File: src/rtl/rx_csum_pkg.sv
package rx_csum_pkg;

    localparam int BYTE_W     = 8;
    localparam int SUM_W      = 16;
    localparam int ADDR_BYTES = 12;
    localparam int TYPE_BYTES = 2;
    localparam int TAG_BYTES  = 2;

    typedef enum logic [2:0] {
        HW_ADDR,
        HW_TYPE,
        HW_TAG,
        HW_SNAP,
        HW_BODY
    } hdr_phase_e;

    typedef enum logic [1:0] {
        EM_PASS,
        EM_HI,
        EM_LO
    } emit_phase_e;

    // 16-bit addition with the carry out of bit 15 wrapped back into bit 0
    function automatic logic [SUM_W-1:0] wrap_add(input logic [SUM_W-1:0] a,
                                                   input logic [SUM_W-1:0] b);
        logic [SUM_W:0] raw;
        raw = {1'b0, a} + {1'b0, b};
        return raw[SUM_W-1:0] + {{(SUM_W-1){1'b0}}, raw[SUM_W]};
    endfunction

endpackage

File: src/rtl/rx_csum_hdr_walk.sv
module rx_csum_hdr_walk
    import rx_csum_pkg::*;
#(
    parameter int          MAX_TAGS   = 2,
    parameter int          SNAP_BYTES = 8,
    parameter logic [15:0] TAG_TPID   = 16'h8100,
    parameter logic [15:0] LEN_LIMIT  = 16'h0600
) (
    input  logic              clk,
    input  logic              rst,
    input  logic              stb,
    input  logic              sof,
    input  logic [BYTE_W-1:0] data,
    input  logic              snap_mode,
    output logic              body
);
    localparam int SPAN  = (SNAP_BYTES > ADDR_BYTES) ? SNAP_BYTES : ADDR_BYTES;
    localparam int CNT_W = $clog2(SPAN + 1);
    localparam int TAG_W = $clog2(MAX_TAGS + 1);

    hdr_phase_e        ph;
    logic [CNT_W-1:0]  cnt;
    logic [TAG_W-1:0]  tags;
    logic [BYTE_W-1:0] first_half;
    logic [15:0]       field;

    assign field = {first_half, data};
    assign body  = stb && !sof && (ph == HW_BODY);

    always_ff @(posedge clk) begin
        if (rst) begin
            ph         <= HW_ADDR;
            cnt        <= '0;
            tags       <= '0;
            first_half <= '0;
        end else if (stb) begin
            if (sof) begin
                ph   <= HW_ADDR;
                cnt  <= CNT_W'(1);
                tags <= '0;
            end else begin
                unique case (ph)
                    HW_ADDR: begin
                        if (cnt == CNT_W'(ADDR_BYTES - 1)) begin
                            ph  <= HW_TYPE;
                            cnt <= '0;
                        end else begin
                            cnt <= cnt + CNT_W'(1);
                        end
                    end
                    HW_TYPE: begin
                        if (cnt == '0) begin
                            first_half <= data;
                            cnt        <= CNT_W'(1);
                        end else begin
                            cnt <= '0;
                            if (field == TAG_TPID && tags < TAG_W'(MAX_TAGS)) begin
                                ph   <= HW_TAG;
                                tags <= tags + TAG_W'(1);
                            end else if (snap_mode && field < LEN_LIMIT) begin
                                ph <= HW_SNAP;
                            end else begin
                                ph <= HW_BODY;
                            end
                        end
                    end
                    HW_TAG: begin
                        if (cnt == CNT_W'(TAG_BYTES - 1)) begin
                            ph  <= HW_TYPE;
                            cnt <= '0;
                        end else begin
                            cnt <= cnt + CNT_W'(1);
                        end
                    end
                    HW_SNAP: begin
                        if (cnt == CNT_W'(SNAP_BYTES - 1)) begin
                            ph  <= HW_BODY;
                            cnt <= '0;
                        end else begin
                            cnt <= cnt + CNT_W'(1);
                        end
                    end
                    default: ph <= HW_BODY;
                endcase
            end
        end
    end

    // the tag counter never passes the recognised limit
    p_tag_limit_r8: assert property (@(posedge clk) disable iff (rst)
        tags <= TAG_W'(MAX_TAGS));

    // once summing has begun, later bytes of the frame stay in the body
    p_body_sticky_r9: assert property (@(posedge clk) disable iff (rst)
        (ph == HW_BODY && stb && !sof) |=> (ph == HW_BODY));

endmodule

File: src/rtl/rx_csum_tail_hold.sv
module rx_csum_tail_hold
    import rx_csum_pkg::*;
#(
    parameter int DEPTH = 4
) (
    input  logic              clk,
    input  logic              rst,
    input  logic              clr,
    input  logic              push,
    input  logic [BYTE_W-1:0] din,
    output logic              pop_stb,
    output logic [BYTE_W-1:0] pop_data
);
    localparam int FILL_W = $clog2(DEPTH + 1);

    logic [BYTE_W-1:0] line [DEPTH];
    logic [FILL_W-1:0] fill;

    assign pop_stb  = push && (fill == FILL_W'(DEPTH));
    assign pop_data = line[DEPTH-1];

    always_ff @(posedge clk) begin
        if (rst || clr) begin
            fill <= '0;
        end else if (push && fill != FILL_W'(DEPTH)) begin
            fill <= fill + FILL_W'(1);
        end
    end

    always_ff @(posedge clk) begin
        if (push) line[0] <= din;
    end

    for (genvar g = 1; g < DEPTH; g++) begin : g_stage
        always_ff @(posedge clk) begin
            if (push) line[g] <= line[g-1];
        end
    end

    // a new frame starts with an empty window, so its first bytes are held
    p_window_clear_r7: assert property (@(posedge clk) disable iff (rst)
        clr |=> (fill == '0));

endmodule

File: src/rtl/rx_csum_sum.sv
module rx_csum_sum
    import rx_csum_pkg::*;
(
    input  logic              clk,
    input  logic              rst,
    input  logic              clr,
    input  logic              add_stb,
    input  logic [BYTE_W-1:0] add_byte,
    output logic [SUM_W-1:0]  csum
);
    logic [SUM_W-1:0]  acc;
    logic              half;
    logic [BYTE_W-1:0] lo;

    assign csum = half ? wrap_add(acc, {{BYTE_W{1'b0}}, lo}) : acc;

    always_ff @(posedge clk) begin
        if (rst || clr) begin
            acc  <= '0;
            half <= 1'b0;
            lo   <= '0;
        end else if (add_stb) begin
            if (half) begin
                acc  <= wrap_add(acc, {add_byte, lo});
                half <= 1'b0;
            end else begin
                lo   <= add_byte;
                half <= 1'b1;
            end
        end
    end

    // every summed byte alternates between the low and high slot of a word
    p_pair_alt_r6: assert property (@(posedge clk) disable iff (rst)
        (add_stb && !clr) |=> (half != $past(half)));

endmodule

File: src/rtl/rx_csum_offload.sv
module rx_csum_offload
    import rx_csum_pkg::*;
#(
    parameter int          LEN_W      = 16,
    parameter int          FCS_BYTES  = 4,
    parameter int          MAX_TAGS   = 2,
    parameter int          SNAP_BYTES = 8,
    parameter logic [15:0] TAG_TPID   = 16'h8100,
    parameter logic [15:0] LEN_LIMIT  = 16'h0600
) (
    input  logic             clk,
    input  logic             rst,
    input  logic             cfg_enable,
    input  logic             cfg_snap_mode,
    input  logic             in_valid,
    input  logic             in_sof,
    input  logic             in_eof,
    input  logic [7:0]       in_data,
    output logic             in_ready,
    output logic             out_valid,
    output logic             out_sof,
    output logic             out_eof,
    output logic [7:0]       out_data,
    output logic [LEN_W-1:0] out_len
);
    localparam logic [LEN_W-1:0] APPEND_LEN = LEN_W'(SUM_W / BYTE_W);

    emit_phase_e      em;
    logic             in_fire;
    logic             en_q, mode_q, eff_en, eff_mode;
    logic [LEN_W-1:0] len_q, len_cur;
    logic             body;
    logic             pop_stb;
    logic [7:0]       pop_data;
    logic [SUM_W-1:0] csum;

    assign in_ready = (em == EM_PASS);
    assign in_fire  = in_valid && in_ready;
    assign eff_en   = in_sof ? cfg_enable    : en_q;
    assign eff_mode = in_sof ? cfg_snap_mode : mode_q;
    assign len_cur  = in_sof ? LEN_W'(1) : len_q + LEN_W'(1);

    always_ff @(posedge clk) begin
        if (rst) begin
            en_q   <= 1'b0;
            mode_q <= 1'b0;
            len_q  <= '0;
        end else if (in_fire) begin
            len_q <= len_cur;
            if (in_sof) begin
                en_q   <= cfg_enable;
                mode_q <= cfg_snap_mode;
            end
        end
    end

    rx_csum_hdr_walk #(
        .MAX_TAGS  (MAX_TAGS),
        .SNAP_BYTES(SNAP_BYTES),
        .TAG_TPID  (TAG_TPID),
        .LEN_LIMIT (LEN_LIMIT)
    ) u_walk (
        .clk      (clk),
        .rst      (rst),
        .stb      (in_fire),
        .sof      (in_sof),
        .data     (in_data),
        .snap_mode(eff_mode),
        .body     (body)
    );

    rx_csum_tail_hold #(.DEPTH(FCS_BYTES)) u_tail (
        .clk     (clk),
        .rst     (rst),
        .clr     (in_fire && in_sof),
        .push    (body),
        .din     (in_data),
        .pop_stb (pop_stb),
        .pop_data(pop_data)
    );

    rx_csum_sum u_sum (
        .clk     (clk),
        .rst     (rst),
        .clr     (in_fire && in_sof),
        .add_stb (pop_stb),
        .add_byte(pop_data),
        .csum    (csum)
    );

    always_ff @(posedge clk) begin
        if (rst) begin
            em        <= EM_PASS;
            out_valid <= 1'b0;
            out_sof   <= 1'b0;
            out_eof   <= 1'b0;
            out_data  <= '0;
            out_len   <= '0;
        end else begin
            unique case (em)
                EM_PASS: begin
                    out_valid <= in_fire;
                    out_sof   <= in_fire && in_sof;
                    out_eof   <= in_fire && in_eof && !eff_en;
                    out_data  <= in_data;
                    if (in_fire && in_eof) begin
                        out_len <= eff_en ? len_cur + APPEND_LEN : len_cur;
                        if (eff_en) em <= EM_HI;
                    end
                end
                EM_HI: begin
                    out_valid <= 1'b1;
                    out_sof   <= 1'b0;
                    out_eof   <= 1'b0;
                    out_data  <= csum[15:8];
                    em        <= EM_LO;
                end
                default: begin
                    out_valid <= 1'b1;
                    out_sof   <= 1'b0;
                    out_eof   <= 1'b1;
                    out_data  <= csum[7:0];
                    em        <= EM_PASS;
                end
            endcase
        end
    end

    // an accepted byte is on the output, unchanged, in the next cycle
    p_pass_through_r1: assert property (@(posedge clk) disable iff (rst)
        in_fire |=> (out_valid && out_data == $past(in_data) && out_sof == $past(in_sof)));

    // a disabled frame ends on its own last byte and never stalls the input
    p_no_append_r2: assert property (@(posedge clk) disable iff (rst)
        (in_fire && in_eof && !eff_en) |=> (out_eof && in_ready));

    // an enabled frame end stalls the input right away
    p_hold_off_r3: assert property (@(posedge clk) disable iff (rst)
        (in_fire && in_eof && eff_en) |=> !in_ready);

    // the end marker only comes with a valid byte
    p_eof_valid_r3: assert property (@(posedge clk) disable iff (rst)
        out_eof |-> out_valid);

    // the stall lasts a second cycle and is followed by a ready cycle
    p_stall_two_r12: assert property (@(posedge clk) disable iff (rst)
        $fell(in_ready) |=> (!in_ready && out_valid));

    p_ready_back_r12: assert property (@(posedge clk) disable iff (rst)
        (!in_ready && !$past(in_ready)) |=> in_ready);

endmodule

File: config.mk
export PLATFORM = sky130hd
export DESIGN_NAME = rx_csum_offload
export DESIGN_NICKNAME = d
export VERILOG_FILES = /design/src/rtl/rx_csum_pkg.sv /design/src/rtl/rx_csum_hdr_walk.sv /design/src/rtl/rx_csum_tail_hold.sv /design/src/rtl/rx_csum_sum.sv /design/src/rtl/rx_csum_offload.sv
export SDC_FILE = /design/constraint.sdc
export NUM_CORES = 1
export LEC_CHECK = 0
export ABC_AREA = 1
export BUFFER_PORTS_ARGS = -buffer_cell sky130_fd_sc_hd__buf_2
export CAP_MARGIN = 10
export CORE_MARGIN = 2
export CORE_UTILIZATION = 50
export DETAILED_ROUTE_END_ITERATION = 8
export PLACE_DENSITY = 0.67
export SETUP_SLACK_MARGIN = 0.5
export SLEW_MARGIN = 20
export SYNTH_ARGS = -nofsm -noshare
export SYNTH_HDL_FRONTEND = slang
export SYNTH_SLANG_ARGS = --single-unit
File: constraint.sdc
create_clock -name clk -period 3 [get_ports clk]
set_input_delay 0.3 -clock clk [delete_from_list [all_inputs] [get_ports clk]]
set_output_delay 0.3 -clock clk [all_outputs]
set_load 0.03 [all_outputs]
Word-level counts from Yosys, hierarchy flattened
Memory sizes are Yosys's and may differ from the RTL's.
Index checks and enable logic that the tools add are counted.
{"block": "word_totals", "register_bits": 92, "ramBits": 32, "inputBits": 15, "wordCells": 110, "mem_count": 1}
{"block": "op_classes", "addsub": 9, "n_lt_le_gt_ge": 2, "eq_ne": 18, "mux": 32, "n_bitwise": 3, "reduce_logical": 28}
{"name": "u_tail.line", "depth": 4, "word_bits": 8, "read_ports": 4, "rd_ports_with_merged_regs": 0, "wr": 4, "line": "rx_csum_tail_hold.sv:16", "text": "logic [BYTE_W-1:0] line [DEPTH];"}
{"op": "16-bit 2-to-1 mux", "n": 3}
{"op": "16-bit by 1-bit adder with 16-bit output", "n": 2}
{"op": "3-bit 2-to-1 mux", "n": 7}
{"op": "16-bit by 16-bit adder with 17-bit output", "n": 1}
{"op": "16-bit by 8-bit adder with 17-bit output", "n": 1}
{"op": "16-bit by 1-bit adder with 16-bit output, second input constant", "n": 1}
{"op": "16-bit by 2-bit adder with 16-bit output, second input constant", "n": 1}
{"op": "16-bit == test, second input constant", "n": 1}
{"op": "16-bit by 11-bit < comparator with 1-bit output, second input constant", "n": 1}
{"op": "4-bit 2-to-1 mux", "n": 4}
{"op": "4-bit case mux with 4 select lines", "n": 1}
{"op": "8-bit case mux with 2 select lines", "n": 1}
{"op": "2-bit 2-to-1 mux", "n": 6}
{"op": "3-bit case mux with 4 select lines", "n": 1}
{"op": "1-bit logical AND", "n": 10}
{"op": "2-bit AND reduction", "n": 5}
{"op": "3-bit by 2-bit inequality test with 1-bit output, second input constant", "n": 3}
{"op": "4-bit AND reduction", "n": 2}
{"op": "1-bit 2-to-1 mux", "n": 7}
{"op": "3-bit by 2-bit == test with 1-bit output, second input constant", "n": 2}
{"op": "3-bit == test, second input constant", "n": 2}
{"op": "3-bit inequality test, second input constant", "n": 2}
{"op": "5-bit AND reduction", "n": 1}
{"op": "5-bit nonzero test", "n": 1}
{"op": "21 further kinds", "n": 26}

Depth between registers and ports, before layout
Gate-level depths: netlist of the first run.
{"block": "logic_depth", "ltp_word": 7, "depth_mapped": 22, "mapped_depth_nobuf": 22}

Modules after synthesis
A second synthesis of the first run with hierarchy kept.
{"block": "unflattened", "hier_cells": 1148, "hier_area_um2": 7868.8}
{"module": "rx_csum_sum", "instances": 1, "cells_each": 518, "area_each_um2": 2941.6, "seq_area_each_um2": 500.5}
{"module": "rx_csum_offload", "instances": 1, "cells_each": 395, "area_each_um2": 2726.4, "seq_area_each_um2": 940.9}
{"module": "rx_csum_tail_hold", "instances": 1, "cells_each": 60, "area_each_um2": 1158.6, "seq_area_each_um2": 1021.0}
{"module": "rx_csum_hdr_walk", "instances": 1, "cells_each": 175, "area_each_um2": 1042.2, "seq_area_each_um2": 340.3}

Worst setup path before layout of the first run
No wires, ideal clock.
{"block": "synth_timing", "kind": "flip-flop to flip-flop", "start": "register u_sum.lo[0]", "end": "register u_sum.acc[12]", "setup_ns": 0.109, "t_arrival_ns": 2.644, "t_required_ns": 2.891, "path_slack_ns": 0.247, "path_stages_with_launch": 23, "n_path_buf": 0, "synth_period_minus_slack_ns": 2.753, "cell_sequence": "dfxtp_1 ha_1 fa_1 nand2_1 nand2_1 nand3_1 nand2_2 nand3_1 nand2_1 a21oi_1 o21bai_1 ha_1 ha_1 nand2_1 nor2_1 nand3_1 inv_1 nand3b_4 nor2_2 nand2_1 nand3_1 nand2_1 inv_1"}
{"block": "synth_between", "elab_chain_cells": 2}
{"element": "start: declaration", "line": "rx_csum_sum.sv:13", "text": "logic [BYTE_W-1:0] lo;"}
{"element": "start signal: assignment", "line": "rx_csum_sum.sv:27", "text": "lo <= add_byte;"}
{"element": "16-bit by 16-bit adder with 17-bit output", "line": "rx_csum_pkg.sv:27", "text": "raw = {1'b0, a} + {1'b0, b};"}
{"element": "16-bit by 1-bit adder with 16-bit output", "line": "rx_csum_pkg.sv:28", "text": "return raw[SUM_W-1:0] + {{(SUM_W-1){1'b0}}, raw[SUM_W]};"}
{"element": "end signal: assignment", "line": "rx_csum_sum.sv:24", "text": "acc <= wrap_add(acc, {add_byte, lo});"}
{"element": "end: declaration", "line": "rx_csum_sum.sv:11", "text": "logic [SUM_W-1:0] acc;"}
Every way passes these cells.
A chain may end at the register's enable or synchronous reset.

Worst setup path in the final report of the first run
{"block": "layout_timing", "start": "register u_sum.lo[0]", "end": "register u_sum.acc[9]"}
Same word-level chain as after synthesis.

==> results of run 1 <==
[metal layers]
layer	routed length, um	track usage	vias to the layer above
li1	-	-	3720
met1	9080	0.337	3389
met2	10600	0.472	246
met3	1170	0.0490	81
met4	1090	0.152	0
met5	0	0	-
[placed cells by master, fill, tap and decap left out, drive strengths merged]
cell / n
nand2: 240
inv: 143
nor2: 120
a21oi: 107
nand3: 101
dfxtp: 92
buf: 88
o21ai: 82
edfxtp: 32
nand4: 27
ha: 27
clkbuf: 21
xor2: 18
nor3: 14
a22oi: 5
bufinv: 5
nand3b: 5
or2: 5
a31oi: 4
a211oi: 4
nor4: 3
clkinv: 3
and2: 2
o21a: 2
clkinvlp: 2
o21bai: 2
o221ai: 1
o211ai: 1
mux2i: 1
and3: 1
o22ai: 1
o41ai: 1
a41oi: 1
fa: 1
[worst min-delay path by stage]
stage | start | to | slack [ps] | cells past startpoint
floorplan | rst | mode_q | 380 | 1
global placement | u_tail.line[1][1] | u_tail.line[2][1] | 400 | 0
detailed placement | u_tail.line[1][6] | u_tail.line[2][6] | 410 | 0
CTS | in_data[5] | u_tail.line[0][5] | 60 | 1
global route | in_data[5] | u_tail.line[0][5] | 70 | 1
finish | in_data[5] | u_tail.line[0][5] | 70 | 1
[sequential cells by signal (all words and copies together), names as in the netlist]
register and flops:
em 2, en_q 1, len_q 16, mode_q 1, out_data 8, out_eof 1, out_len 16, out_sof 1
out_valid 1, u_sum.acc 16, u_sum.half 1, u_sum.lo 8, u_tail.fill 3, u_tail.line 32, u_walk.cnt 4, u_walk.first_half 8
u_walk.ph 3, u_walk.tags 2
[cell families after synthesis]
logic type               synth area share
AND/OR/NAND/NOR                     0.325
buffers and inverters              0.0893
multiplexers                      0.00131
XOR/XNOR                           0.0217
adder cells (fa/ha/maj)            0.0469
AO/OA/AOI/OAI                       0.148
flip-flops                          0.368
[power by group through the flow]
stage                     clock network [mW]  logic [mW]  registers (mW)
after floorplan                            0       0.165            1.86
after global placement                     0       0.290            1.82
after detailed placement                   0       0.291            1.82
after CTS                               2.25       0.293            1.79
after global routing                    2.32       0.325            1.79
final                                   2.22       0.295            1.79
[cell type report]
class | count | area share
clock buffers | 21 | 0.0470
clock inverters | 11 | 0.0204
inverters | 142 | 0.0575
multi-input cells | 776 | 0.489
flip-flops and latches | 124 | 0.301
well taps | 188 | 0.0251
repair buffers | 88 | 0.0597
[cell usage after synthesis, drive strengths merged]
| master | count | area, um^2 |
|---|---|---|
| nor2 | 120 | 578 |
| xor2 | 18 | 165 |
| o21bai | 2 | 18.8 |
| edfxtp | 32 | 961 |
| a31oi | 4 | 25.0 |
| inv | 142 | 533 |
| nand3b | 5 | 50.1 |
| buf | 14 | 86.3 |
| nor3 | 14 | 103 |
| ha | 27 | 338 |
| nand3 | 101 | 551 |
| a41oi | 1 | 8.76 |
| o211ai | 1 | 7.51 |
| and3 | 1 | 6.26 |
| nor4 | 3 | 18.8 |
| nand4 | 27 | 175 |
| nand2 | 240 | 953 |
| o22ai | 1 | 6.26 |
| mux2i | 1 | 10.0 |
| a211oi | 4 | 30.0 |
| fa | 1 | 20.0 |
| a21oi | 107 | 554 |
| o21a | 2 | 15.0 |
| o21ai | 82 | 410 |
| dfxtp | 92 | 1840 |
| and2 | 2 | 12.5 |
| a22oi | 5 | 37.5 |
| clkbuf | 11 | 61.3 |
| or2 | 5 | 31.3 |
| o221ai | 1 | 8.76 |
| o41ai | 1 | 8.76 |
[stage by stage]
stage	area (um^2)	util	total power, mW	worst slack [ps]
2_1_floorplan	7720	-	2.02	392
3_3_place_gp	8150	0.542	2.11	67.1
3_5_place_dp	8150	0.542	2.11	39.3
4_1_cts	9170	0.610	4.33	297
5_1_grt	9360	0.623	4.44	51.3
6_report	9360	0.623	4.30	215
[what timing repair did]
item                       CTS  global route
setup endpoints to repair   19            28
hold buffers                 0             0
pin swaps                   37            28
setup buffers               20             8
resized for setup           47            38
==> reports/qor.yml, run 1 <==
route:
  drtIter0Drc: 526
  post_drt_wl_per_cell_um: 16.3
  finalWirelength_um: 22000
  drc_errors: 0
  first_pass_iters: 7
  ant_nets: 0
  vias_per_cell: 5.51
  vias: 7436
worst_setup_path:
  slowest_stage: "fa_2"
  cp-end-kind: "flop"
  crit_buf_inv: 5
  crit_family: "adder cells"
  r2r_cells: 21
  arrival_ps: 3090
  start_kind: "flop"
  worstSetupPathDepth: 21
  startpoint: "u_sum.lo[0]"
  r2r_setup_slack_ps: 220
  worstPathCellList: "ha_4 > fa_2 > nand2_2 > nand2_2 > nand3_2 > nand2_2 > buf_4 > nand3_4 > nand2_2 > a21oi_2 > o21bai_1 > ha_2 > buf_4 > buf_4 > nand2_4 > inv_4 > nand2_2 > inv_2 > nand3_2 > xor2_1 > a21oi_1"
  crit_path_max_incr_delay_ps: 350
  critPathMaxFanout: 3
  r2r-start: "u_sum.lo[0]"
  crit_top_cell: "nand2_2"
  crit_end: "u_sum.acc[9]"
  r2r_end: "u_sum.acc[9]"
  cp.required_ps: 3300
  worstSetupPathType: "flop to flop"
cts:
  ctsHtreeMaxLevel: 4
  clkTransAtPathRegs_ps: 60
  cts-root-buf: "clkbuf_16"
  cts_sinks: 124
  cts_tree: "done"
  clock_path_buffers: 2
  cts_buffers: 17
  worstSkewPairLatency_ps: 420
final_layout:
  n_antenna_cell: 0
  nNetsFinal: 1192
  drive_gt1_frac: 0.232
  final_cell_count_no_fill: 1350
  multi_input_area_um2: 4580
  areaGrowthSynthToFinish_pct: 22.8
  final.fill_count: 1345
  seqCellArea_um2: 2820
sta:
  timing.fmax_mhz: 359
  period_minus_slack_ps: 2780
  worst_slew_pin_slew_ps: 768
  rsz0062_at_grt: "yes"
  relSlewSlack: 0.485
  hold_violations: 0
  hold_slack_ps: 73.8
  setup-tns-final_ps: 0
  post-route-period-util: 0.928
  worst_clock_skew_ps: 7.67
  slew_violations: 0
  setup_viol: 0
global_route:
  grt_overflow: 0
  grt_pass1_vias: 7152
  grt_max_degree: 43
  gr-usage-all-layers: 0.279
  antenna_found_initial: 0
  grt_pass1_wl_um: 35400
outcome:
  status: "finished clean"
power_and_ir_drop:
  power.share.sequential: 0.415
  vdd_drop_max_uv: 380
  swShare: 0.231
  power_frac_comb: 0.068
  p_leak_nw: 3.95
  p_sw_uw: 994
  power_density_nw_per_um2: 459
  cell_internal_pwr_mw: 3.31
  p_clk_frac: 0.516
placement:
  gp_congestion: 0.939
  io_buffers: 42
  dpl.hpwl_um: 15800
  dp.cells: 1290
yosys:
  ys_seq_area_frac: 0.368
  ys_warn_count: 0
  synth_area_um2: 7630
  syn_nets: 1110
  synthCells: 1067
  synth.distinct_cells: 51
  ys_seq_elements: 124
  avgSynthCellArea_um2: 7.15
flow_run:
  max-cap-violations: 0
floorplan:
  core_um2: 15000
  initial_utilization: 0.507
  fp.dieW_um: 128
  die_h_um: 128
  dieArea_um2: 16300
  io_pins: 43
  rows: 45
hold_path:
  holdCritPathClass: "primary input to flop"
Power figures use the tool's default switching activity.
==> run 2, diff against run 1 <==
--- a/config.mk
+++ b/config.mk
@@ -8,10 +8,10 @@
 export ABC_AREA = 1
 export BUFFER_PORTS_ARGS = -buffer_cell sky130_fd_sc_hd__buf_2
 export CAP_MARGIN = 10
-export CORE_MARGIN = 2
 export CORE_UTILIZATION = 50
 export DETAILED_ROUTE_END_ITERATION = 8
 export PLACE_DENSITY = 0.67
+export REMOVE_ABC_BUFFERS = 1
 export SETUP_SLACK_MARGIN = 0.5
 export SLEW_MARGIN = 20
 export SYNTH_ARGS = -nofsm -noshare
==> constraint.sdc (replaced) <==
create_clock -name clk -period 3.15 [get_ports clk]
set_input_delay 0.315 -clock clk [delete_from_list [all_inputs] [get_ports clk]]
set_output_delay 0.315 -clock clk [all_outputs]
set_load 0.03 [all_outputs]
==> reports/qor.yml, run 2 (same netlist as run 1, synthesis figures left out) <==
power_and_ir_drop:
  p_sw_uw: 984
  cell_internal_pwr_mw: 2.92
  p_leak_nw: 4.02
  swShare: 0.252
  p_clk_frac: 0.494
  power_frac_comb: 0.071
  vdd_drop_max_uv: 361
  power_density_nw_per_um2: 417
  power.share.sequential: 0.435
worst_setup_path:
  start_kind: "flop"
  worstSetupPathType: "flop to flop"
  cp-end-kind: "flop"
  critPathMaxFanout: 3
  cp.required_ps: 3470
  arrival_ps: 3310
sta:
  slew_violations: 0
  relSlewSlack: 0.476
  setup_viol: 0
  post-route-period-util: 0.949
  hold_violations: 0
  setup-tns-final_ps: 0
  worst_clock_skew_ps: 11.1
  worst_slew_pin_slew_ps: 782
  setup_slack_ps: 161
  rsz0062_at_grt: "yes"
  timing.fmax_mhz: 335
  period_minus_slack_ps: 2990
final_layout:
  drive_gt1_frac: 0.236
  most-common-layout-cells: "211 x nand2_1, 129 x inv_1, 96 x a21oi_1, 86 x nor2_1"
  regMostFlops: "u_tail.line"
  layout_commonest_cell: "nand2_1"
  utilization: 0.637
  final.fill_count: 1297
  areaGrowthSynthToFinish_pct: 22.8
  largest_register_ff_count: 32
  nNetsFinal: 1197
  n_antenna_cell: 0
floorplan:
  initial_utilization: 0.519
  rows: 44
  dieArea_um2: 15800
  fp.dieW_um: 126
  core_um2: 14700
  io_pins: 43
  die_h_um: 126
route:
  vias_per_cell: 5.61
  ant_nets: 0
  vias: 7573
  first_pass_iters: 6
  drtIter0Drc: 683
  post_drt_wl_per_cell_um: 16.7
  finalWirelength_um: 22600
  drc_errors: 0
placement:
  dpl.hpwl_um: 16000
  gp_congestion: 1.02
  io_buffers: 42
  place_ws_ps: -39.8
cts:
  worstSkewPairLatency_ps: 430
  hold_buffers: 0
  cts_tree: "done"
  cts_buffers: 17
  ctsHtreeMaxLevel: 4
  clock_path_buffers: 2
  cts_sinks: 124
  clkTransAtPathRegs_ps: 60
  cts-root-buf: "clkbuf_16"
global_route:
  grt_pass1_wl_um: 35900
  gr-usage-all-layers: 0.291
  grt_max_degree: 43
  antenna_found_initial: 0
  grt_overflow: 0
  grt_pass1_vias: 7215
hold_path:
  holdCritPathClass: "primary input to flop"
outcome:
  status: "finished clean"
flow_run:
  max-cap-violations: 0
## run 2: cell types whose count changed in the layout (fill, tap and decap cells not counted), sizes merged
cell,before,now
inv,143,145
bufinv,5,1
clkinv,3,4
buf,88,93
clkinvlp,2,3
## run 2: power groups by stage
stage               Clock, mW  Combinational, mW  Sequential, mW
finish                   1.93              0.278            1.70
global route             2.04              0.306            1.70
CTS                      1.96              0.278            1.70
detailed placement          0              0.276            1.73
global placement            0              0.273            1.73
floorplan                   0              0.136            1.77
## run 2: final timing paths
kind,depth (start not counted),to,slack (ps),from
worst max register to register,20,u_sum.acc[4],160,u_sum.acc[0]
worst min-delay path,1,u_tail.line[0][5],90,in_data[5]
worst min register to register,0,u_tail.line[1][3],420,u_tail.line[0][3]
worst max-delay path,20,u_sum.acc[4],160,u_sum.acc[0]
## run 2: metrics by stage
step	instance area [um^2]	instances	hold WS (ps)	total power, mW
6_report	9360	1351	91.4	3.91
5_1_grt	9360	1351	73.6	4.04
3_5_place_dp	8150	1299	405	2.01
3_3_place_gp	8150	1299	400	2.00
4_1_cts	9050	1341	82.6	3.93
2_1_floorplan	7480	1042	377	1.91
## run 2: repair_timing
item | 4_1_cts | 5_1_grt
endpoints found under the setup margin | 20 | 22
pin swaps | 28 | 35
hold endpoints to repair | 0 | 0
resized for setup | 59 | 61
buffers inserted | 10 | 10
## run 2: layout make-up
cell class / count / area, um^2 / area share
well taps: 184 / 230 / 0.0246
clock buffers: 21 / 480 / 0.0513
clock inverters: 11 / 108 / 0.0115
repair buffers: 93 / 608 / 0.0650
multi-input cells: 776 / 4580 / 0.489
flip-flops and latches: 124 / 2810 / 0.301
inverters: 142 / 543 / 0.0580
## run 2: routing by layer
metal | vias up | part of all wire | global-route usage
met3 | 83 | 0.065 | 0.0638
met1 | 3471 | 0.40 | 0.347
met5 | - | 0 | 0
li1 | 3729 | - | -
met2 | 290 | 0.49 | 0.498
met4 | 0 | 0.046 | 0.140
## run 2: worst max-delay path, stage by stage (launching register included)
cell      delay, ps
dfxtp_2         330
ha_4            160
fa_2            340
nand2_2         110
nand2_4          70
nand3_4          80
nand2_4          70
buf_6           120
nand3_4          50
nand2_2          70
a21oi_2         230
o21bai_1        140
ha_2            230
ha_4            180
nand2_4          80
nor2_4           50
buf_4           150
buf_4           130
xor2_1          130
o21ai_1         110
inv_1            50
==> run 3, diff against run 2 <==
--- a/config.mk
+++ b/config.mk
@@ -6,10 +6,11 @@
 export NUM_CORES = 1
 export LEC_CHECK = 0
 export ABC_AREA = 1
-export BUFFER_PORTS_ARGS = -buffer_cell sky130_fd_sc_hd__buf_2
+export BUFFER_PORTS_ARGS = -buffer_cell sky130_fd_sc_hd__buf_4
 export CAP_MARGIN = 10
 export CORE_UTILIZATION = 50
 export DETAILED_ROUTE_END_ITERATION = 8
+export HOLD_SLACK_MARGIN = 0.15
 export PLACE_DENSITY = 0.67
 export REMOVE_ABC_BUFFERS = 1
 export SETUP_SLACK_MARGIN = 0.5
==> reports/qor.yml, run 3 (same netlist as run 1, synthesis figures left out) <==
final_layout:
  drive_gt1_frac: 0.250
  regMostFlops: "u_tail.line"
  nNetsFinal: 1209
  final.fill_count: 1234
  layout_commonest_cell: "nand2_1"
  most-common-layout-cells: "204 x nand2_1, 128 x inv_1, 94 x buf_4, 93 x a21oi_1, 85 x nand3_1"
  n_antenna_cell: 0
  areaGrowthSynthToFinish_pct: 26.1
  largest_register_ff_count: 32
sta:
  period_minus_slack_ps: 2930
  worst_slew_pin_slew_ps: 808
  worst_clock_skew_ps: 9.21
  rsz0062_at_grt: "yes"
  hold_violations: 0
  setup_viol: 0
  slew_violations: 0
  setup-tns-final_ps: 0
  timing.fmax_mhz: 341
  post-route-period-util: 0.930
  relSlewSlack: 0.459
  setup_slack_ps: 221
worst_setup_path:
  crit_buf_inv: 3
  worstPathCellList: "ha_4 > a21oi_1 > o21ai_2 > a21oi_2 > nand2_4 > a21oi_2 > o21bai_1 > ha_2 > ha_4 > nand2_2 > nor2_4 > buf_4 > buf_4 > a21oi_2 > o21ai_1 > o211ai_1 > inv_1"
  r2r-start: "u_tail.line[3][1]"
  r2r_end: "u_sum.acc[6]"
  slowest_stage: "edfxtp_1"
  r2r_setup_slack_ps: 220
  crit_path_max_incr_delay_ps: 480
  cp-end-kind: "flop"
  start_kind: "flop"
  arrival_ps: 3240
  crit_family: "compound AO/OA/AOI/OAI gates"
  worstSetupPathType: "flop to flop"
  crit_top_cell: "a21oi_2"
  r2r_cells: 17
  cp.required_ps: 3460
  critPathMaxFanout: 6
cts:
  clock_path_buffers: 2
  cts-root-buf: "clkbuf_16"
  worstSkewPairLatency_ps: 430
  cts_tree: "done"
  clkTransAtPathRegs_ps: 60
  ctsHtreeMaxLevel: 4
  cts_sinks: 124
  cts_buffers: 17
placement:
  io_buffers: 42
  gp_congestion: 0.943
  place_ws_ps: -39.6
  dpl.hpwl_um: 15700
global_route:
  grt_pass1_wl_um: 34400
  grt_overflow: 0
  gr-usage-all-layers: 0.281
  grt_max_degree: 43
  antenna_found_initial: 0
  grt_pass1_vias: 6876
route:
  wl_met2_um: 10800
  wl_met3_um: 1320
  met1_length_um: 9450
  ant_nets: 0
  drc_errors: 0
  top_layer: "met4"
  drtIter0Drc: 614
  finalWirelength_um: 22400
  first_pass_iters: 6
  post_drt_wl_per_cell_um: 16.4
  vias: 7549
  vias_per_cell: 5.54
hold_path:
  whs_path_depth: 3
  worstHoldStart: "in_valid"
  holdCritPathClass: "primary input to flop"
  holdPathEnd: "out_valid"
floorplan:
  io_pins: 43
  dieArea_um2: 15800
  rows: 44
  die_h_um: 126
  initial_utilization: 0.519
  fp.dieW_um: 126
  core_um2: 14700
flow_run:
  max-cap-violations: 0
power_and_ir_drop:
  p_leak_nw: 4.02
  power_density_nw_per_um2: 394
  vdd_drop_max_uv: 391
outcome:
  status: "finished clean"
-- run 3: cell types whose count changed in the layout (fill, tap and decap cells not counted), sizes merged --
cell / previous run / this run
inv: 145 / 144
clkinv: 4 / 6
buf: 93 / 97
bufinv: 1 / 0
dlygate4sd3: 0 / 8
-- run 3: how the worst max path moves through the flow --
stage,start,endpoint,slack (ps),cells after the start
after floorplan,u_sum.lo[0],u_sum.acc[14],380,22
after global placement,u_sum.lo[0],out_data[6],50,22
after detailed placement,u_sum.lo[0],out_data[7],-40,18
after CTS,u_sum.acc[0],out_data[1],370,19
after global routing,u_tail.line[3][1],u_sum.acc[6],130,17
final,u_tail.line[3][1],u_sum.acc[6],220,17
-- run 3: metal layers --
layer / vias to the layer above / global-route usage
met4: 0 / 0.134
met5: - / 0
met3: 58 / 0.0561
met2: 267 / 0.471
li1: 3742 / -
met1: 3482 / 0.345
-- run 3: worst register-to-register path, stage by stage, from the launching register on --
cell      delay [ps]
edfxtp_1         480
ha_4             280
a21oi_1          290
o21ai_2          110
a21oi_2          230
nand2_4           70
a21oi_2          130
o21bai_1          90
ha_2             220
ha_4             160
nand2_2          100
nor2_4            60
buf_4            130
buf_4            130
a21oi_2          130
o21ai_1           70
o211ai_1          80
inv_1             50
-- run 3: repair_timing --
item                       in CTS  in global routing
pin swaps                      31                 46
setup endpoints to repair      21                 22
setup buffers                  12                 25
hold buffers                    8                  0
gates cloned                    0                  0
hold endpoints to repair        8                  0
resized for setup              58                 80
-- run 3: layout make-up --
class / instances / area, um^2 / area share
Clock inverter: 11 / 67.6 / 0.00703
Inverter: 142 / 543 / 0.0565
Tap cell: 184 / 230 / 0.0239
Clock buffer: 21 / 472 / 0.0491
Multi-Input combinational cell: 776 / 4670 / 0.485
Sequential cell: 124 / 2820 / 0.293
Timing Repair Buffer: 105 / 820 / 0.0852
-- run 3: power by group --
group	internal (mW)	switching (mW)	total, mW
logic	0.104	0.199	0.303
clock network	1.06	0.722	1.79
registers	1.67	0.0311	1.70
total	2.83	0.952	3.79
-- run 3: stage by stage --
stage          power [mW]  std cells  instance area [um^2]   util  hold slack (ps)
6_report             3.79       1363                  9620  0.654              252
3_3_place_gp         2.02       1286                  8160  0.555              401
2_1_floorplan        1.91       1042                  7480      -              377
4_1_cts              3.81       1338                  9140  0.622              240
3_5_place_dp         2.02       1286                  8160  0.555              405
5_1_grt              3.92       1363                  9620  0.654              261
